===== config.mk =====
export PLATFORM = sky130hd
export DESIGN_NAME = sfr_bridge
export DESIGN_NICKNAME = d
export VERILOG_FILES = /design/src/rtl/sfr_bridge_pkg.sv /design/src/rtl/sfr_bridge_ctrl.sv /design/src/rtl/sfr_bridge_dp.sv /design/src/rtl/sfr_bridge.sv
export SDC_FILE = /design/constraint.sdc
export NUM_CORES = 1
export LEC_CHECK = 0
export CAP_MARGIN = 20
export CORE_MARGIN = 1.5
export CORE_UTILIZATION = 61
export CTS_CLUSTER_DIAMETER = 120
export DETAILED_ROUTE_END_ITERATION = 8
export DONT_BUFFER_PORTS = 1
export HOLD_SLACK_MARGIN = 0.1
export PLACE_DENSITY_LB_ADDON = 0.1
export SYNTH_ARGS = -nofsm -noshare
export SYNTH_HDL_FRONTEND = slang
export SYNTH_HIERARCHICAL = 1
export SYNTH_SLANG_ARGS = --single-unit

===== constraint.sdc =====
create_clock -name clk -period 1.6 [get_ports clk]
set_clock_uncertainty 0.05 [all_clocks]
set_input_delay 0.24 -clock clk [delete_from_list [all_inputs] [get_ports clk]]
set_output_delay 0.24 -clock clk [all_outputs]
set_load 0.01 [all_outputs]

===== src/rtl/sfr_bridge_pkg.sv =====
package sfr_bridge_pkg;

  // register selected within the four-SFR window
  typedef enum logic [1:0] {
    SEL_LO = 2'd0,
    SEL_HI = 2'd1,
    SEL_WD = 2'd2,
    SEL_RD = 2'd3
  } regSel_e;

  // strobes from control to datapath
  typedef struct packed {
    logic    ldLo;     // load low address byte
    logic    ldHi;     // load high address bits and write-arm
    logic    ldWd;     // load write-data byte
    logic    capture;  // capture peripheral read byte
    logic    rdHit;    // SFR address falls in the window
    regSel_e rdSel;    // which register drives the read mux
  } dpCtl_t;

endpackage


===== src/rtl/sfr_bridge_ctrl.sv =====
module sfr_bridge_ctrl
  import sfr_bridge_pkg::*;
#(
  parameter int                    SFR_ADDR_W = 7,
  parameter logic [SFR_ADDR_W-1:0] BASE_ADDR  = 7'h40
) (
  input  logic                  clk,
  input  logic                  rstN,
  input  logic [SFR_ADDR_W-1:0] sfrAddr,
  input  logic                  sfrWrEn,
  input  logic                  sfrRdEn,
  input  logic                  goBit,
  input  logic                  wrArm,
  output dpCtl_t                dpCtl,
  output logic                  periWrStrobe,
  output logic                  periRdStrobe,
  output logic                  ready
);

  localparam logic [SFR_ADDR_W-1:0] WINDOW = SFR_ADDR_W'(4);

  logic [SFR_ADDR_W-1:0] offs;
  logic                  hit;
  regSel_e               sel;
  logic                  wrLo, wrHi, wrWd, rdRd;
  logic                  goRd, goWr;
  logic                  wrStbQ, rdStbQ, readyQ;

  // window decode
  always_comb begin
    offs = sfrAddr - BASE_ADDR;
    hit  = (offs < WINDOW);
    sel  = regSel_e'(offs[1:0]);
  end

  always_comb begin
    wrLo = sfrWrEn && hit && (sel == SEL_LO);
    wrHi = sfrWrEn && hit && (sel == SEL_HI);
    wrWd = sfrWrEn && hit && (sel == SEL_WD);
    rdRd = sfrRdEn && hit && (sel == SEL_RD);
    goRd = wrHi && goBit;
    goWr = wrWd && wrArm;
  end

  // strobe generation, one cycle after the triggering SFR write
  always_ff @(posedge clk or negedge rstN) begin
    if (!rstN) begin
      wrStbQ <= 1'b0;
      rdStbQ <= 1'b0;
    end else begin
      wrStbQ <= goWr;
      rdStbQ <= goRd;
    end
  end

  // ready flag: set on capture (wins), cleared by consumption or new command
  always_ff @(posedge clk or negedge rstN) begin
    if (!rstN) begin
      readyQ <= 1'b0;
    end else if (rdStbQ) begin
      readyQ <= 1'b1;
    end else if (rdRd || goRd || goWr) begin
      readyQ <= 1'b0;
    end
  end

  always_comb begin
    dpCtl.ldLo    = wrLo;
    dpCtl.ldHi    = wrHi;
    dpCtl.ldWd    = wrWd;
    dpCtl.capture = rdStbQ;
    dpCtl.rdHit   = hit;
    dpCtl.rdSel   = sel;
  end

  assign periWrStrobe = wrStbQ;
  assign periRdStrobe = rdStbQ;
  assign ready        = readyQ;


  rd_strobe_sets_ready_chk: assert property (@(posedge clk) disable iff (!rstN)
    periRdStrobe |=> ready)
    else $error("ready not set after read strobe");


  ready_drop_cause_chk: assert property (@(posedge clk) disable iff (!rstN)
    $fell(ready) |-> $past(rdRd || goRd || goWr))
    else $error("ready fell without a clearing cause");


  strobe_exclusive_chk: assert property (@(posedge clk) disable iff (!rstN)
    $onehot0({periWrStrobe, periRdStrobe}))
    else $error("read and write strobes together");


  ready_ro_chk: assert property (@(posedge clk) disable iff (!rstN)
    (wrHi && !goBit && !periRdStrobe && !ready) |=> !ready)
    else $error("control write set ready");

endmodule


===== src/rtl/sfr_bridge_dp.sv =====
module sfr_bridge_dp
  import sfr_bridge_pkg::*;
#(
  parameter int DATA_W = 8,
  parameter int HI_W   = 1
) (
  input  logic                 clk,
  input  logic                 rstN,
  input  logic [DATA_W-1:0]    sfrWrData,
  input  dpCtl_t               dpCtl,
  input  logic                 ready,
  input  logic [DATA_W-1:0]    periRdData,
  output logic                 wrArm,
  output logic [DATA_W-1:0]    sfrRdData,
  output logic [HI_W+DATA_W-1:0] periAddr,
  output logic [DATA_W-1:0]    periWrData
);

  localparam int ARM_POS = HI_W;
  localparam int RDY_POS = DATA_W - 1;

  logic [DATA_W-1:0] addrLoQ;
  logic [HI_W-1:0]   addrHiQ;
  logic              wrArmQ;
  logic [DATA_W-1:0] wrDataQ;
  logic [DATA_W-1:0] rdDataQ;
  logic [DATA_W-1:0] hiView;

  always_ff @(posedge clk or negedge rstN) begin
    if (!rstN) begin
      addrLoQ <= '0;
      addrHiQ <= '0;
      wrArmQ  <= 1'b0;
      wrDataQ <= '0;
      rdDataQ <= '0;
    end else begin
      if (dpCtl.ldLo) addrLoQ <= sfrWrData;
      if (dpCtl.ldHi) begin
        addrHiQ <= sfrWrData[HI_W-1:0];
        wrArmQ  <= sfrWrData[ARM_POS];
      end
      if (dpCtl.ldWd)    wrDataQ <= sfrWrData;
      if (dpCtl.capture) rdDataQ <= periRdData;
    end
  end

  // control byte as seen by the CPU
  always_comb begin
    hiView            = '0;
    hiView[HI_W-1:0]  = addrHiQ;
    hiView[ARM_POS]   = wrArmQ;
    hiView[RDY_POS]   = ready;
  end

  always_comb begin
    sfrRdData = '0;
    if (dpCtl.rdHit) begin
      unique case (dpCtl.rdSel)
        SEL_LO: sfrRdData = addrLoQ;
        SEL_HI: sfrRdData = hiView;
        SEL_WD: sfrRdData = wrDataQ;
        SEL_RD: sfrRdData = rdDataQ;
        default: sfrRdData = '0;
      endcase
    end
  end

  assign wrArm      = wrArmQ;
  assign periAddr   = {addrHiQ, addrLoQ};
  assign periWrData = wrDataQ;


  wd_capture_chk: assert property (@(posedge clk) disable iff (!rstN)
    dpCtl.ldWd |=> (periWrData == $past(sfrWrData)))
    else $error("write data not latched");


  rd_capture_chk: assert property (@(posedge clk) disable iff (!rstN)
    dpCtl.capture |=> (rdDataQ == $past(periRdData)))
    else $error("read data not captured");


  addr_hold_chk: assert property (@(posedge clk) disable iff (!rstN)
    !(dpCtl.ldLo || dpCtl.ldHi) |=> $stable(periAddr))
    else $error("peripheral address moved without an address write");

endmodule


===== src/rtl/sfr_bridge.sv =====
module sfr_bridge
  import sfr_bridge_pkg::*;
#(
  parameter int                    SFR_ADDR_W  = 7,
  parameter int                    DATA_W      = 8,
  parameter int                    PERI_ADDR_W = 9,
  parameter logic [SFR_ADDR_W-1:0] BASE_ADDR   = 7'h40
) (
  input  logic                   clk,
  input  logic                   rstN,
  input  logic [SFR_ADDR_W-1:0]  sfrAddr,
  input  logic                   sfrWrEn,
  input  logic                   sfrRdEn,
  input  logic [DATA_W-1:0]      sfrWrData,
  output logic [DATA_W-1:0]      sfrRdData,
  output logic [PERI_ADDR_W-1:0] periAddr,
  output logic [DATA_W-1:0]      periWrData,
  output logic                   periWrStrobe,
  output logic                   periRdStrobe,
  input  logic [DATA_W-1:0]      periRdData
);

  localparam int HI_W   = PERI_ADDR_W - DATA_W;
  localparam int GO_POS = HI_W + 1;

  dpCtl_t dpCtl;
  logic   wrArm;
  logic   ready;

  sfr_bridge_ctrl #(
    .SFR_ADDR_W (SFR_ADDR_W),
    .BASE_ADDR  (BASE_ADDR)
  ) u_ctrl (
    .clk          (clk),
    .rstN         (rstN),
    .sfrAddr      (sfrAddr),
    .sfrWrEn      (sfrWrEn),
    .sfrRdEn      (sfrRdEn),
    .goBit        (sfrWrData[GO_POS]),
    .wrArm        (wrArm),
    .dpCtl        (dpCtl),
    .periWrStrobe (periWrStrobe),
    .periRdStrobe (periRdStrobe),
    .ready        (ready)
  );

  sfr_bridge_dp #(
    .DATA_W (DATA_W),
    .HI_W   (HI_W)
  ) u_dp (
    .clk        (clk),
    .rstN       (rstN),
    .sfrWrData  (sfrWrData),
    .dpCtl      (dpCtl),
    .ready      (ready),
    .periRdData (periRdData),
    .wrArm      (wrArm),
    .sfrRdData  (sfrRdData),
    .periAddr   (periAddr),
    .periWrData (periWrData)
  );

endmodule


==> impl_metrics.toml <==
[status]
status = "finished, violations left"
violations = "setup timing"

[route]
drt_iter0_drc = 22
routedWlPerCell_um = 20.1
vias_per_cell = 6.11
drc = 0
wirelength_um = 3150
firstDrtPassIters = 3
ant_nets = 0
routed-via-count = 960

[power_and_ir_drop]
p_sw_mw = 0.379
irDropWorstVdd_v = 0.000796
p_per_area_nw_per_um2 = 795
p_int_mw = 1.07
p_seq_frac = 0.576
swShare = 0.261
clkPwrFrac = 0.295
leakage_nw = 0.901
comb_power_share = 0.129

[setup_path]
path_max_fanout = 3
critical_path_required_ns = 1.31
reg2regPathDepth = 3
critPathKind = "reg -> out"
cpMaxStageDelayCell = "mux4_2"
critPathArrivalTime_ns = 1.41
critical_path_buf_inv_count = 0
endpoint_kind = "output port"
crit_family = "multiplexers"
ff2ff_setup_slack_ns = 0.23
cp-start-kind = "flop"
r2r-start = "u_dp/wrArm$_DFFE_PN0P_"
timing.rr.end = "u_ctrl/periWrStrobe$_DFF_PN0_"
worstPathCellList = "mux4_2, and2_4"
cpPeakStageDelay_ns = 0.49

[global_routing]
grt_pass1_wl_um = 4820
grt_pass1_vias = 958
grt_start_max_net_pins = 30
antenna_found_initial = 0
grt_overflow = 0
use_met2 = 0.395
busiest_layer = "met2"
grt_util_all_layers = 0.256
gr-usage-met1 = 0.333
grt.met3_usage = 0.106

[worst_hold_path]
holdPathEnd = "u_ctrl/periRdStrobe$_DFF_PN0_"
hold_start = "sfrAddr[4]"
hold_path.class = "in -> reg"
min_path_cells = 3

[die]
start_util = 0.656
die_h_um = 52.3
ioPinCount = 54
die_w_um = 52.3
core_sq_um = 2250
dieArea_sq_um = 2730
rows = 17

[cts]
clkSlewWorstSetupHoldPaths_ns = 0.09
cts_root_buf = "clkbuf_4"
post_cts_buffers = 0
cts_tree = "built"
insertion_delay_ns = 0.32
cts_buffer_depth = 2
cts_inserted_buffers = 5
cts_sinks = 29
htreeDepth = 2

[yosys]
synth_seq_cells = 29
synth_top_area_frac = 0.490
synthMuxAreaShare = 0.289
synth_cell_types = 19
synth_simple_gate_area_share = 0.0744
synth_xor_area_frac = 0
postSynthAreaPerCell_sq_um = 14.1
synth_area_sq_um = 1480
yosys.area.top_type = "dfrtp_1"
synth_top_family_by_area = "multiplexers"
synth_fp_nets = 132
ys_warn_count = 6
synthAdderAreaFrac = 0
synth_cells = 105
synth_compound_area_frac = 0.0811
yosys-top-cells-area = "dfrtp_1 49%, mux2_2 24%, mux4_1 5.3%"
synth-seq-area-share = 0.490

[sta]
rsz0062_at_grt = "yes"
drv_slew = 0
setup_ws_ns = -0.101
finalHoldViolations = 0
final-setup-viol-count = 5
fmax_mhz = 588
period_share = 1.06
layout_min_cycle_time_ns = 1.70
relSlewSlack = 0.675
worst_slew_pin_slew_ns = 0.487

[finish]
fin_area_sq_um = 1830
drive_above_1_share = 0.519
area_growth_syn_to_layout_pct = 23.4
nFillCells = 137
stdcell_count = 157
antenna_cells = 0
layout.nets = 155

[placement]
place_area_sq_um = 1510
dp_cells = 127
gp_congestion = 0.775
post-dp-hpwl_um = 1990
port_buffers = 0

[job]
max_cap_violations = 0
[routing by layer]
metal | part of all wire | routed length [um]
met3 | 0.065 | 205
met2 | 0.50 | 1570
met4 | 0 | 0
met5 | 0 | 0
met1 | 0.44 | 1380
[placed cells by master, fill, tap and decap left out]
cell / instances
dfrtp_2: 2
dlygate4sd3_1: 21
a21bo_2: 5
nor4b_2: 2
mux2_2: 22
a211o_1: 1
clkinvlp_4: 1
nand2b_4: 1
or4_4: 1
buf_4: 8
inv_1: 1
nand2b_1: 1
mux4_2: 3
buf_12: 1
nor3_1: 2
o211a_1: 3
and2_4: 3
mux2_4: 9
and4b_1: 1
dfrtp_1: 27
o211a_4: 2
clkbuf_4: 5
nand2_1: 2
nand3_1: 1
nand4b_1: 1
clkinv_2: 2
o2111a_1: 1
[power groups by stage]
| stage | combinational (mW) | sequential [mW] | clock (mW) |
|---|---|---|---|
| floorplan | 0.113 | 0.836 | 0 |
| global placement | 0.108 | 0.846 | 0 |
| detailed placement | 0.111 | 0.848 | 0 |
| CTS | 0.177 | 0.835 | 0.433 |
| global route | 0.202 | 0.844 | 0.473 |
| finish | 0.187 | 0.837 | 0.428 |
[tightest hold or removal path, cell delays in order]
cell and delay [ns]:
or4_4 0.12, buf_4 0.11, nor3_1 0.04
[how the worst max path moves through the flow]
stage | from | cells past startpoint | endpoint | slack (ns)
after floorplan | sfrAddr[2] | 7 | u_dp/addrLoQ[0]$_DFFE_PN0P_ | -0.24
after global routing | u_dp/periWrData[7]$_DFFE_PN0P_ | 2 | sfrRdData[7] | -0.15
final | u_dp/periWrData[1]$_DFFE_PN0P_ | 2 | sfrRdData[1] | -0.10
after CTS | u_dp/periWrData[1]$_DFFE_PN0P_ | 2 | sfrRdData[1] | -0.12
after detailed placement | sfrAddr[2] | 5 | u_dp/addrHiQ$_DFFE_PN0P_ | -0.24
after global placement | sfrAddr[2] | 5 | u_dp/wrArm$_DFFE_PN0P_ | -0.21
[kinds of logic after synthesis]
kind of cell / after synthesis
flops: 29
compound gates: 12
simple gates: 15
buf+inv: 15
mux: 34
[what timing repair did]
item	in CTS	in global routing
gates resized for setup	7	8
hold buffers	22	0
endpoints found under the hold margin	57	0
pin swaps	3	0
gates cloned	0	0
endpoints found under the setup margin	5	8
[per-stage QoR]
| step | hold WS [ns] | utilization | TNS [ns] | worst slack [ns] | power (mW) |
|---|---|---|---|---|---|
| 2_1_floorplan | -0.106 | - | -3.74 | -0.235 | 0.949 |
| 3_3_place_gp | -0.105 | 0.669 | -2.88 | -0.210 | 0.954 |
| 3_5_place_dp | -0.105 | 0.669 | -3.25 | -0.239 | 0.959 |
| 4_1_cts | 0.150 | 0.796 | -0.359 | -0.116 | 1.45 |
| 5_1_grt | 0.149 | 0.810 | -0.680 | -0.154 | 1.52 |
| 6_report | 0.163 | 0.810 | -0.295 | -0.101 | 1.45 |
[state kept, by name (all words and copies together) (netlist names)]
name	count
u_ctrl/periRdStrobe	1
u_ctrl/periWrStrobe	1
u_ctrl/ready	1
u_dp/addrHiQ	1
u_dp/addrLoQ	8
u_dp/periWrData	8
u_dp/rdDataQ	8
u_dp/wrArm	1
[final cells by class]
class                   count  area (sq um)  share of cell area
flip-flops and latches     29           728               0.399
repair buffers             30           290               0.159
well taps                  28          35.0              0.0192
inverters                   1          3.75             0.00205
clock inverters             3          17.5             0.00959
clock buffers               5          37.5              0.0205
multi-input cells          61           714               0.391
[cells in the mapped netlist]
library cell	instances
and4b_1	1
or4_1	1
nand2_1	2
dfrtp_1	29
inv_1	1
a211o_1	1
mux2_2	31
nand2b_1	2
mux4_1	3
and2_1	3
nor3_1	2
nand4b_1	1
buf_4	9
buf_2	5
o2111a_1	1
o211a_1	5
nor4b_2	2
nand3_1	1
a21bo_2	5
Power figures use the tool's default switching activity.
